## config.mk

```make
export PLATFORM = sky130hd
export DESIGN_NAME = prot_reg_reader
export DESIGN_NICKNAME = d
export VERILOG_FILES = /design/src/rtl/prot_reg_reader.sv
export SDC_FILE = /design/constraint.sdc
export NUM_CORES = 1
export LEC_CHECK = 0
export ABC_AREA = 1
export BUFFER_PORTS_ARGS = -buffer_cell sky130_fd_sc_hd__buf_2
export CAP_MARGIN = 30
export CORE_ASPECT_RATIO = 1.25
export CORE_MARGIN = 1.5
export CORE_UTILIZATION = 63
export DETAILED_ROUTE_END_ITERATION = 10
export GPL_ROUTABILITY_DRIVEN = 0
export PLACE_DENSITY_LB_ADDON = 0.2
export SYNTH_ARGS = -nofsm -noshare
export SYNTH_HDL_FRONTEND = slang
export SYNTH_SLANG_ARGS = --single-unit
```

## constraint.sdc

```tcl
create_clock -name clk -period 5.27 [get_ports clk]
set_clock_uncertainty 0.1 [all_clocks]
set_input_delay 0.2635 -clock clk [delete_from_list [all_inputs] [get_ports clk]]
set_output_delay 0.2635 -clock clk [all_outputs]
set_load 0.01 [all_outputs]
```

## src/rtl/prot_reg_reader.sv

```systemverilog
module prot_reg_reader #(
  parameter int DIV     = 2,
  parameter int SECTORS = 16
) (
  input  logic                       clk,
  input  logic                       rst_n,
  input  logic                       start,
  input  logic [1:0]                 size_sel,
  input  logic [$clog2(SECTORS)-1:0] rd_idx,
  output logic [7:0]                 rd_byte,
  output logic                       rd_prot,
  output logic                       rd_unprot,
  output logic                       busy,
  output logic                       done,
  output logic                       cs_n,
  output logic                       sclk,
  output logic                       mosi,
  input  logic                       miso
);
  localparam int IW = $clog2(SECTORS);
  localparam int CW = (DIV > 1) ? $clog2(DIV) : 1;
  localparam int BW = $clog2(32 + 8 * SECTORS + 1);
  localparam logic [7:0] OPCODE = 8'h32;

  typedef enum logic [2:0] {S_IDLE, S_LEAD, S_LOW, S_HIGH, S_TAIL} st_t;

  st_t           st;
  logic [CW-1:0] cnt;
  logic [BW-1:0] bitn, last_bit, doff, nbytes;
  logic [6:0]    sh;
  logic [7:0]    mem [SECTORS];
  logic          tick, cmd_bit;

  assign busy     = (st != S_IDLE);
  assign tick     = (cnt == CW'(DIV - 1));
  assign doff     = bitn - BW'(32);
  assign cmd_bit  = (bitn < BW'(8)) ? OPCODE[3'd7 - bitn[2:0]] : 1'b0;
  assign rd_byte  = mem[rd_idx];
  assign rd_prot  = (rd_byte == 8'hFF);
  assign rd_unprot = (rd_byte == 8'h00);

  always_comb begin
    case (size_sel)
      2'd0:    nbytes = BW'(4);
      2'd1:    nbytes = BW'(8);
      default: nbytes = BW'(16);
    endcase
    if (nbytes > BW'(SECTORS)) nbytes = BW'(SECTORS);
  end

  always_ff @(posedge clk or negedge rst_n) begin
    if (!rst_n) begin
      st       <= S_IDLE;
      cnt      <= '0;
      bitn     <= '0;
      last_bit <= '0;
      sh       <= '0;
      cs_n     <= 1'b1;
      sclk     <= 1'b1;
      mosi     <= 1'b0;
      done     <= 1'b0;
      for (int i = 0; i < SECTORS; i++) mem[i] <= 8'h00;
    end else begin
      done <= 1'b0;
      if (st == S_IDLE || tick) cnt <= '0;
      else                      cnt <= cnt + 1'b1;
      case (st)
        S_IDLE: if (start) begin
          cs_n     <= 1'b0;
          bitn     <= '0;
          last_bit <= BW'(31) + (nbytes << 3);
          st       <= S_LEAD;
          for (int i = 0; i < SECTORS; i++) mem[i] <= 8'h00;
        end
        S_LEAD, S_HIGH: if (tick) begin
          sclk <= 1'b0;
          mosi <= cmd_bit;
          st   <= S_LOW;
        end
        S_LOW: if (tick) begin
          sclk <= 1'b1;
          if (bitn >= BW'(32)) begin
            sh <= {sh[5:0], miso};
            if (bitn[2:0] == 3'd7) mem[doff[IW+2:3]] <= {sh, miso};
          end
          if (bitn == last_bit) st <= S_TAIL;
          else begin
            st   <= S_HIGH;
            bitn <= bitn + 1'b1;
          end
        end
        S_TAIL: if (tick) begin
          cs_n <= 1'b1;
          done <= 1'b1;
          st   <= S_IDLE;
        end
        default: st <= S_IDLE;
      endcase
    end
  end
endmodule

```

Word level (Yosys, flattened, before mapping). Memory sizes are Yosys's and may differ from the RTL's. Cells that the tools add are included.

Bits in read-only memories: 8. Bits in registers: 159. Output and inout port bits: 15. Memories: 1. Logic and storage cells: 106.

Memory list: (no name shown) (depth 8, width 1, rd ports 1, clocked after memory_dff 0, wr ports 0, line 37) `assign cmd_bit = (bitn < BW'(8)) ? OPCODE[3'd7 - bitn[2:0]] : 1'b0;`.

Bitwise logic cells: 2. Order comparisons: 7. $add $sub $neg: 5. Eq/ne operators: 15. Reductions and logical operators: 18. Multiplexer cells: 33.

Operators by type and width (count): $mux 128 (4); $pmux 128 s2 (1); $bwmux 128 (1); $mux 8 (6); $bmux 8 s4 (1); $demux 8 s4 (1); $pmux 8 s2 (1); $mux 3 (5); $ne 2x2->1 const B (7); $pmux 3 s4 (1); $ge 5x5->1 const B (2); $not 4->5 (2); $pmux 5 s2 (1); $reduce_and 3->1 (3); $add 5x8->8 const A (1); $add 8x1->8 const B (1); $eq 8x8->1 (1); $eq 8x8->1 const B (1); $ge 8x6->1 const B (1); $gt 8x5->1 const B (1); $logic_not 8->1 (1); $lt 8x4->1 const B (1); $mux 1 (8); $reduce_and 4->1 (2); other kinds (20) (26).

Logic depth before layout (Yosys ltp). Gate-level depths: netlist (run 1).

Depth after elaboration: 11. Depth in mapped cells: 12.

Least setup slack after synthesis (run 1). No wires, ideal clock.

Path type: input-to-output. From: input port rd_idx[1]. To: output port rd_prot. Stages: 12. Data required time: 4.907 ns. Arrival: 1.481 ns. Path slack: 3.426 ns. Cell sequence: buf_2 -> inv_1 -> buf_2 -> buf_2 -> nand2_1 -> nand3_1 -> nand3_1 -> nand2_1 -> nand2_1 -> inv_1 -> nand2_1 -> nor2_1.

Longest elaborated chain between the ends: 5.

Ends and longest elaborated chain: start, declared (line 9) `input logic [$clog2(SECTORS)-1:0] rd_idx,`; $not 4->5 (implied by the code) (line 38) `assign rd_byte = mem[rd_idx];`; $bmux 8 s4 (line 38); $mux 8 (implied by the code) (2 in a row) (line 38); via rd_byte[2] (line 10) `output logic [7:0] rd_byte,`; $eq 8x8->1 (line 39) `assign rd_prot = (rd_byte == 8'hFF);`; end, declared (line 11) `output logic rd_prot,`.

The timed path passes the listed nets, and every way through them passes these cells. The select of a mux whose other input is x is not followed.

Worst setup path after layout (run 1).
From: register st[2]. To: register mem[9] (netlist name).

Longest elaborated chain between the ends: 3. Elaborated cells on any way between the ends: 9. Classes of those cells: eq/ne (5); mux (1); reduce/logical (3).

Ends and longest elaborated chain: start, declared (line 27) `st_t st;`; start signal, assigned (line 53) `st <= S_IDLE;`; start signal, assigned (line 72) `st <= S_LEAD;`; start signal, assigned (line 78) `st <= S_LOW;`; $eq 3x2->1 / $logic_not 3->1 (equally long branches) (line 67) `case (st)`; $ne 2x2->1 (no line) / $reduce_bool 2->1 (equally long branches); $reduce_and 5->1 (no line); end signal, assigned by index (line 84) `if (bitn[2:0] == 3'd7) mem[doff[IW+2:3]] <= {sh, miso};`; end, declared (line 31) `logic [7:0] mem [SECTORS];`.

Parallel ways exist; a longest one is shown, timed or not. A chain may end at the register's enable or synchronous reset.

==> metrics.yaml, run 1 <==
outcome: "finished, final reports clean"
yosys.area.top_type: "dfrtp_1"
drive_gt1_frac: 0.0869
synth_nets: 1137
postLayoutCoreUtil: 0.705
via_per_inst: 5.67
ys_seq_area_frac: 0.476
clk_pin_slew_ns: 0.06
post-dp-hpwl_mm: 13.7
leakage_nw: 4.81
htreeDepth: 4
synth.top_cell.area_share: 0.469
finalWirelength_mm: 21.9
nFillCells: 1088
min_to: "sh[0]"
diodes: 0
synth.area.top_cells: "dfrtp_1 47%, nand2_1 22%, nand3_1 13%"
yosys_register_bits: 155
crit_path_end_kind: "flip-flop"
start_util: 0.644
worst-r2r-setup-slack_ns: 2.17
hold_viol_final: 0
worst-setup-path-type: "reg2reg"
fp-row-count: 46
grt_antenna_before_repair: 0
drtIter0Drc: 680
final_common_cell: "nand2_1"
drt.antenna.violating_nets: 0
finalSetupViolCount: 0
syn-instance-count: 1124
clk_path_buf_depth: 2
reg2reg_depth: 9
postCtsSetupBuffers: 0
die_y_um: 130
cp_max_fo: 40
portBuffers: 24
grt_pass1_wl_mm: 35.4
grt_overflow: 0
cts.sinks: 155
powerDensity_nw_per_um2: 353
hold_depth: 3
ios: 25
relSlewSlack: 0.274
grt_max_degree: 71
min_path_type: "in2reg"
syn_to_final_growth_pct: 9.43
first_global_vias: 6845
drtPass1Iterations: 6
core-area_sq_um: 12700
yosysWarnings: 0
r2r-start: "st[2]"
worstHoldStart: "miso"
cts_tree: "built"
drv_cap: 0
cts_root_buf: "clkbuf_16"
r2r-end: "mem[9]"
ir_drop_mv: 0.418
syn_area_sq_um: 8160
clock.fmax_mhz: 322
clock_latency_ns: 0.44
cp.arrival_ns: 3.33
worst_pin_slew_ns: 1.09
drc_errors: 0
period_share: 0.588
nets: 1139
grtUsageTotal: 0.339
rsz0062_at_grt: "no"
start_kind: "flip-flop"
final.min_clock_period_ns: 3.10
timing.setup.tns_ns: 0
die_x_um: 105
wl_per_cell_um: 16.8
die_area_sq_um: 13600
cts_buffers: 17
required_ns: 5.50
final_cell_mix: "487 x nand2_1, 210 x nand3_1, 153 x dfrtp_1"
synth_cell_types: 32
synth.avg_cell_area_sq_um: 7.26
vias: 7406
report.final.slew_viol_count: 0
synthesized netlist by cell type, drive strengths merged:
cell and number:
o21ai 47, o211ai 1, o21a 1, a21oi 1
o2111ai 1, nand3 211, a22o 1, xor2 4
o41ai 1, clkbuf 20, nand3b 3, nor2 62
or2 2, dfstp 2, buf 35, nand4 1
dfrtp 153, inv 84, ha 3, nand2 489
clkinv 2
critical path, cell delays in order, from the launching register on:
cell	delay [ns]
dfrtp_1	0.40
nor2_2	0.14
nand2_2	0.52
clkinv_2	0.35
nand3_4	0.21
o21ai_4	0.32
buf_4	0.44
o21ai_1	0.30
nand2_1	0.15
nand2_1	0.05
flip-flops by register name, summed over array words and instances (netlist names):
signal / count
bitn: 8
sh: 7
done: 1
sclk: 1
st: 3
last_bit: 4
cs_n: 1
mosi: 1
mem: 128
cnt: 1
stage by stage:
step	std cells	hold slack (ns)	setup WS, ns	cell area, sq um	power, mW
3_5_place_dp	1272	0.101	2.23	8300	1.93
2_1_floorplan	1124	-0.132	3.43	8160	1.79
6_report	1307	0.0322	2.17	8930	3.15
5_1_grt	1307	0.0614	1.95	8930	3.27
3_3_place_gp	1268	0.350	2.30	8220	1.92
4_1_cts	1306	0.0359	2.21	8910	3.15
power breakdown:
part | leakage, nW | total, mW | internal, mW | switching, mW
logic | 2.39 | 0.656 | 0.144 | 0.512
clock network | 0.283 | 1.23 | 0.726 | 0.509
registers | 2.14 | 1.26 | 1.23 | 0.0333
total | 4.81 | 3.15 | 2.10 | 1.05
area by class of cell:
cell class	instances	area [sq um]	share of cell area
timing repair buffer	38	300	0.0336
clock buffer	20	457	0.0511
tap	168	210	0.0235
inverter	86	324	0.0363
multi-input combinational	828	3620	0.405
clock inverter	12	140	0.0157
sequential	155	3880	0.435
metal layers:
metal,track usage,up-vias,part of all wire
met4,0.203,0,0.049
li1,-,3557,-
met5,0,-,0
met1,0.436,3472,0.41
met2,0.530,303,0.47
met3,0.0759,74,0.076
worst max-delay path by stage:
stage	startpoint	endpoint	slack, ns	depth (start not counted)
floorplan	rd_idx[1]	rd_prot	3.43	12
global placement	st[2]	mem[15]	2.30	9
detailed placement	st[2]	mem[10]	2.23	9
CTS	st[2]	mem[9]	2.21	9
global route	st[2]	mem[15]	1.95	9
finish	st[2]	mem[9]	2.17	9
cell families (layout without fill, tap and decap cells):
logic type / Yosys count / in the layout / synth area share
and+or+nand+nor: 768 / 768 / 0.392
DFF: 155 / 155 / 0.476
buffers and inverters: 141 / 156 / 0.0833
AOI/OAI and AO/OA: 53 / 53 / 0.0405
xor gates and xnor gates: 4 / 4 / 0.00429
adders and majority gates: 3 / 3 / 0.00460
what timing repair did:
| item | CTS | global route |
|---|---|---|
| hold buffers | 2 | 0 |
| resized for setup | 0 | 0 |
| endpoints found under the hold margin | 42 | 0 |
Note: power is estimated with default switching activity, not from simulation.
==> inputs of run 2 (changes only) <==
- ABC_AREA: 1 -> 0
- CORE_UTILIZATION: 63 -> 56
- clock period: 5.27 -> 2.5 ns (I/O delays scaled with it)
==> run 2 against run 1 <==
Net effect: power grew 120%; register-to-register slack lost 2.0 ns; the flow now finishes with violations (setup timing); area after synthesis shrank 13%; critical path type is now reg2out; sequential power grew 120%; combinational power grew 130%; die area shrank 1.7%; first-iteration DRC count shrank 30%; wire length shrank 15%; final cell count shrank 40%; sequential cell count is the same.
==> metrics.yaml, run 2 <==
reg.largest.list: "mem (128), bitn (8), sh (7)"  # unchanged
rsz0062_at_grt: "yes"  # was no
required_ns: 2.28  # was 5.50 ns
grt_antenna_before_repair: 0  # unchanged
drt.antenna.violating_nets: 0  # unchanged
cts_tree: "built"  # unchanged
leakage_nw: 3.80  # was 4.81 nW
first_global_vias: 5301  # was 6845
powerDensity_nw_per_um2: 821  # was 353 nW/um^2
worst-r2r-setup-slack_ns: 0.12  # was 2.17 ns
cts.sinks: 155  # unchanged
largest_reg_flops: 128  # unchanged
min_path_type: "in2reg"  # unchanged
cp.arrival_ns: 2.69  # was 3.33 ns
grtUsageTotal: 0.296  # was 0.339
final.min_clock_period_ns: 2.92
worst_pin_slew_ns: 0.826  # was 1.09 ns
report.final.slew_viol_count: 0  # unchanged
synth-edff-count: 0  # unchanged
drc_errors: 0  # unchanged
start_util: 0.580  # was 0.644
min_to: "last_bit[7]"  # was sh[0]
yosys.cell_count.top_type: "dfrtp_1"  # was nand2_1
drv_cap: 0  # unchanged
final_common_cell: "dfrtp_1"  # was nand2_1
synth_cell_types: 52  # was 32
grt_max_degree: 59  # was 71
start_kind: "flip-flop"  # unchanged
ys_seq_area_frac: 0.545  # was 0.476
vias: 5294  # was 7406
netlist_top_cells_count: "153 x dfrtp_1, 128 x a22o_1, 38 x nand2_1"  # was 487 x nand2_1, 210 x nand3_1, 153 x dfrtp_1
post-dp-hpwl_mm: 12.5  # was 13.7 mm
clock_latency_ns: 0.43  # was 0.44 ns
r2r-start: "st[1]"  # was st[2]
htreeDepth: 4  # unchanged
nets: 619  # was 1139
finalSetupViolCount: 2  # was 0
cp_max_fo: 2  # was 40
postLayoutCoreUtil: 0.673  # was 0.705
grt_pass1_wl_mm: 29.8  # was 35.4 mm
crit_path_end_kind: "output port"  # was flip-flop
ios: 25  # unchanged
fp-row-count: 45  # was 46
hold_viol_final: 0  # unchanged
die_area_sq_um: 13400  # was 13600 sq um
yosys.area.top_type: "dfrtp_1"  # unchanged
wl_per_cell_um: 23.8  # was 16.8 um
drive_gt1_frac: 0.234  # was 0.0869
period_share: 1.17
final_cell_mix: "153 x dfrtp_1, 128 x a22o_1, 38 x nand2_1"  # was 487 x nand2_1, 210 x nand3_1, 153 x dfrtp_1
finalWirelength_mm: 18.6  # was 21.9 mm
yosys_register_bits: 155  # unchanged
violations: "setup timing"
hold_depth: 5  # was 3
synth.avg_cell_area_sq_um: 12.7  # was 7.26 sq um
r2r-end: "mem[0]"  # was mem[9]
worst-setup-path-type: "reg2out"  # was reg2reg
finalWorstSetupSlack_ns: -0.418  # was 2.17 ns
diodes: 0  # unchanged
clk_pin_slew_ns: 0.06  # about the same
drtIter0Drc: 474  # was 680
clock.fmax_mhz: 343
syn_to_final_growth_pct: 15.9  # was 9.43%
relSlewSlack: 0.448  # was 0.274
die_y_um: 129  # was 130 um
synthFlopType: "dfrtp_1"  # unchanged
syn-instance-count: 563  # was 1124
portBuffers: 24  # unchanged
largest_register: "mem"  # unchanged
ir_drop_mv: 0.661  # was 0.418 mV
drtPass1Iterations: 5  # was 6
outcome: "complete, but fails checks"  # was finished, final reports clean
reg2reg_depth: 5  # was 9
worstHoldStart: "start"  # was miso
clk_path_buf_depth: 2  # unchanged
synth.top_cell.area_share: 0.537  # was 0.469
async_flop_share: 1.00  # unchanged
synth_nets: 576  # was 1137
synth.area.top_cells: "dfrtp_1 54%, a22o_1 16%, mux4_2 9.5%"  # was dfrtp_1 47%, nand2_1 22%, nand3_1 13%
grt_overflow: 0  # unchanged
syn_area_sq_um: 7120  # was 8160 sq um
cts_root_buf: "clkbuf_16"  # unchanged
die_x_um: 104  # was 105 um
cts_buffers: 17  # unchanged
hold_ws_ns: 0.0776  # was 0.0322 ns
via_per_inst: 6.76  # was 5.67
yosysWarnings: 0  # unchanged
core-area_sq_um: 12300  # was 12700 sq um
-- run 2: cell types whose count changed in the layout (fill, tap and decap cells not counted), sizes merged, moves of 6 or more --
cell,change
buf,+23
mux2,+8
o21ai,-28
inv,-73
a22o,+127
mux4,+30
nand3,-198
and2,+11
nand2,-451
nor2,-33
mux2i,+13
a221oi,+8
nor2b,+6
-- run 2: cell type report --
| class | count | area [sq um] |
|---|---|---|
| multi-input cells | 359 | 3070 |
| clock buffers | 17 | 425 |
| well taps | 164 | 205 |
| fillers | 929 | 4010 |
| repair buffers | 64 | 505 |
| inverters | 9 | 33.8 |
| clock inverters | 15 | 143 |
| flip-flops and latches | 155 | 3880 |
-- run 2: layer usage --
layer,wire length (um),up-vias,part of all wire,track usage
li1,-,2265,-,-
met1,7680,2743,0.41,0.394
met2,9230,254,0.50,0.478
met3,1130,32,0.061,0.0548
met4,586,0,0.031,0.141
met5,0,-,0,0
-- run 2: critical path, cell delays in order, from the launching register on --
cell and delay [ns]:
dfrtp_1 0.39, mux4_2 0.49, mux4_2 0.50, or4_4 0.57
nor4_2 0.15, buf_2 0.17
-- run 2: kinds of logic after synthesis --
| group | Yosys count | share of synthesized area |
|---|---|---|
| simple gates | 119 | 0.0817 |
| mux | 51 | 0.126 |
| xor+xnor | 4 | 0.00492 |
| fa+ha+maj | 3 | 0.00527 |
| buf+inv | 49 | 0.0290 |
| compound gates | 182 | 0.209 |
| flops | 155 | 0.545 |
-- run 2: repair_timing --
action                                  in CTS  in global routing
cloned                                       0                  0
hold buffers                                 5                  0
gates resized for setup                      2                 11
endpoints found under the hold margin       60                  0
endpoints found under the setup margin       2                 45
pin swaps                                    1                  0
setup buffers                                0                  2
-- run 2: how the worst max path moves through the flow --
stage	startpoint	endpoint	slack, ns	cells past startpoint
global route	mem[6]	rd_unprot	-0.49	5
finish	mem[38]	rd_unprot	-0.42	5
CTS	mem[38]	rd_unprot	-0.42	5
global placement	rd_idx[0]	rd_unprot	-0.06	7
detailed placement	rd_idx[0]	rd_unprot	-0.06	7
floorplan	mem[70]	rd_unprot	0.16	4
-- run 2: power breakdown --
group	switching [mW]	internal, mW
combinational	0.935	0.548
clock	1.10	1.38
sequential	0.133	2.69
-- run 2: per-stage QoR --
step,instances,cell area (sq um),total power [mW],setup TNS (ns),setup slack (ns)
finish,783,8260,6.79,-0.579,-0.418
global route,783,8260,7.05,-0.682,-0.485
CTS,782,8230,6.78,-0.595,-0.418
detailed placement,745,7600,4.29,-0.0578,-0.0578
global placement,745,7600,4.26,-0.0616,-0.0616
floorplan,563,7120,3.76,0,0.157
==> inputs of run 3 (changes only) <==
- CORE_UTILIZATION: 56 -> 25
- CTS_BUF_LIST: not set -> sky130_fd_sc_hd__clkbuf_4 sky130_fd_sc_hd__clkbuf_8
==> run 3 against run 2 <==
Net effect: the run still ends with setup timing left; via count shrank 1.6%; global-route usage shrank 15 points; register-to-register slack gained 0.04 ns; critical path depth is the same; sequential share of layout area shrank 1.2 points; clock power shrank 23%; largest power group unchanged; highest routed layer unchanged.
==> metrics.yaml, run 3 (synthesis results as in run 2) <==
first_global_vias: 5493  # was 5301
slowest_stage: "or4_4"  # unchanged
grtUsageTotal: 0.147  # was 0.296
drive_gt1_frac: 0.254  # was 0.234
rsz0062_at_grt: "yes"  # unchanged
seqPwrFrac: 0.453  # was 0.415
crit_path_end_kind: "output port"  # unchanged
largest_register: "mem"  # unchanged
relSlewSlack: 0.378  # was 0.448
crit_path_cell_trace: "mux4_2, mux4_2, or4_4, nor4_4, buf_2"  # was mux4_2, mux4_2, or4_4, nor4_2, buf_2
finalSetupViolCount: 2  # unchanged
hold_ws_ns: 0.0365  # was 0.0776 ns
crit_buf_inv: 1  # unchanged
largest_reg_flops: 128  # unchanged
ir_drop_mv: 0.380  # was 0.661 mV
core-area_sq_um: 27800  # was 12300 sq um
cp_max_fo: 2  # unchanged
drv_cap: 0  # unchanged
worst-r2r-setup-slack_ns: 0.16  # was 0.12 ns
placed_cell_area_sq_um: 7980  # was 7600 sq um
via_per_inst: 5.25  # was 6.76
finalWirelength_mm: 20.6  # was 18.6 mm
portBuffers: 24  # unchanged
p_comb_frac: 0.243  # was 0.219
crit_family: "multiplexers"  # unchanged
min_path_type: "in2reg"  # unchanged
violations: "setup timing"  # unchanged
worst_pin_slew_ns: 0.927  # was 0.826 ns
clk_pin_slew_ns: 0.09  # was 0.06 ns
cp_common_cell: "mux4_2"  # unchanged
die_x_um: 154  # was 104 um
grt_pass1_wl_mm: 32.9  # was 29.8 mm
drtIter0Drc: 299  # was 474
nFillCells: 2807  # was 929
grt_antenna_before_repair: 0  # unchanged
start_kind: "flip-flop"  # unchanged
clock.fmax_mhz: 336  # was 343 MHz
worst-setup-path-type: "reg2out"  # unchanged
htreeDepth: 4  # unchanged
final_common_cell: "dfrtp_1"  # unchanged
syn_to_final_growth_pct: 19.0  # was 15.9%
grt_overflow: 0  # unchanged
leakage_nw: 3.87  # was 3.80 nW
powerDensity_nw_per_um2: 737  # was 821 nW/um^2
report.final.slew_viol_count: 0  # unchanged
vias: 5207  # was 5294
cts_buffers: 17  # unchanged
drt.antenna.violating_nets: 0  # unchanged
nets: 641  # was 619
diodes: 0  # unchanged
power_mw: 6.24  # was 6.79 mW
cts_root_buf: "clkbuf_8"  # was clkbuf_16
fp-row-count: 68  # was 45
clock_latency_ns: 0.46  # was 0.43 ns
outcome: "complete, but fails checks"  # unchanged
max_stage_delay_ns: 0.58  # was 0.57 ns
cts.sinks: 155  # unchanged
power_frac_clock: 0.304  # was 0.366
start_util: 0.256  # was 0.580
p_sw_mw: 2.10  # was 2.17 mW
regArea_sq_um: 3880  # unchanged
final_cell_mix: "153 x dfrtp_1, 128 x a22o_1, 52 x buf_4"  # was 153 x dfrtp_1, 128 x a22o_1, 38 x nand2_1
reg.largest.list: "mem (128), bitn (8), sh (7)"  # unchanged
wl_per_cell_um: 20.8  # was 23.8 um
design_area_sq_um: 8480  # was 8260 sq um
ios: 25  # unchanged
die_y_um: 192  # was 129 um
cp.arrival_ns: 2.75  # was 2.69 ns
die_area_sq_um: 29500  # was 13400 sq um
multi_input_area_sq_um: 3070  # about the same
hold_viol_final: 0  # unchanged
p_int_mw: 4.14  # was 4.62 mW
drc_errors: 0  # unchanged
cts_tree: "built"  # unchanged
placed_cells: 952  # was 745
grt_max_degree: 68  # was 59
finalWorstSetupSlack_ns: -0.476  # was -0.418 ns
final.min_clock_period_ns: 2.98  # was 2.92 ns
post-dp-hpwl_mm: 14.7  # was 12.5 mm
fin_cells: 991  # was 783
required_ns: 2.28  # about the same
clk_path_buf_depth: 2  # unchanged
period_share: 1.19  # was 1.17
switching_share: 0.337  # was 0.320
drtPass1Iterations: 5  # unchanged
run 3: cell types whose count changed in the layout (fill, tap and decap cells not counted), sizes merged:
cell / before / now
clkbuf: 17 / 21
buf: 59 / 81
clkinvlp: 7 / 1
clkinv: 3 / 6
inv: 13 / 12
run 3: worst register-to-register path, stage by stage, from the launching register on:
cell and delay, ns:
dfrtp_1 0.50, nor4b_1 0.47, a41o_1 0.27, buf_4 0.20
nand3_1 0.19, nor2_1 0.17, buf_4 0.20, a22o_1 0.16
run 3: metal layers:
| metal | track usage | up-vias | routed length, um |
|---|---|---|---|
| met2 | 0.251 | 137 | 10400 |
| met5 | 0 | - | 0 |
| met3 | 0.0300 | 27 | 792 |
| li1 | - | 2311 | - |
| met1 | 0.187 | 2732 | 9160 |
| met4 | 0.0485 | 0 | 306 |
run 3: worst paths after layout:
kind                       startpoint     endpoint  depth (start not counted)
setup / recovery              mem[38]    rd_unprot                          5
hold / removal                  start  last_bit[7]                          5
setup reg to reg                st[2]      mem[68]                          7
hold reg to reg               mem[13]      mem[13]                          1
max in group asynchronous       rst_n         cs_n                          3
min in group asynchronous       rst_n      mem[11]                          2
run 3: through the flow:
step                TNS, ns  worst slack (ns)  utilization
finish               -0.765            -0.476        0.305
detailed placement   -0.104            -0.104        0.287
CTS                  -0.705            -0.480        0.303
global route         -0.986            -0.573        0.305
global placement     -0.140            -0.140        0.287
floorplan                 0             0.157            -
run 3: power by group through the flow:
stage                     Sequential [mW]  Combinational, mW  Clock (mW)
after floorplan                      2.82              0.941           0
after detailed placement             2.87               1.49           0
after CTS                            2.82               1.51        1.95
after global routing                 2.86               1.67        2.05
after global placement               2.87               1.48           0
final                                2.83               1.52        1.90
run 3: cell type report:
type	instances	share of cell area
clock buffer	21	0.0334
clock inverter	11	0.0128
inverter	9	0.00399
multi-input combinational	359	0.362
sequential	155	0.458
tap	350	0.0517
timing repair buffer	86	0.0784
run 3: what timing repair did:
item | CTS | global route
setup endpoints to repair | 2 | 58
buffers inserted | 1 | 1
resized for setup | 2 | 8
hold buffers | 5 | 0
pin swaps | 0 | 0
hold endpoints to repair | 133 | 0
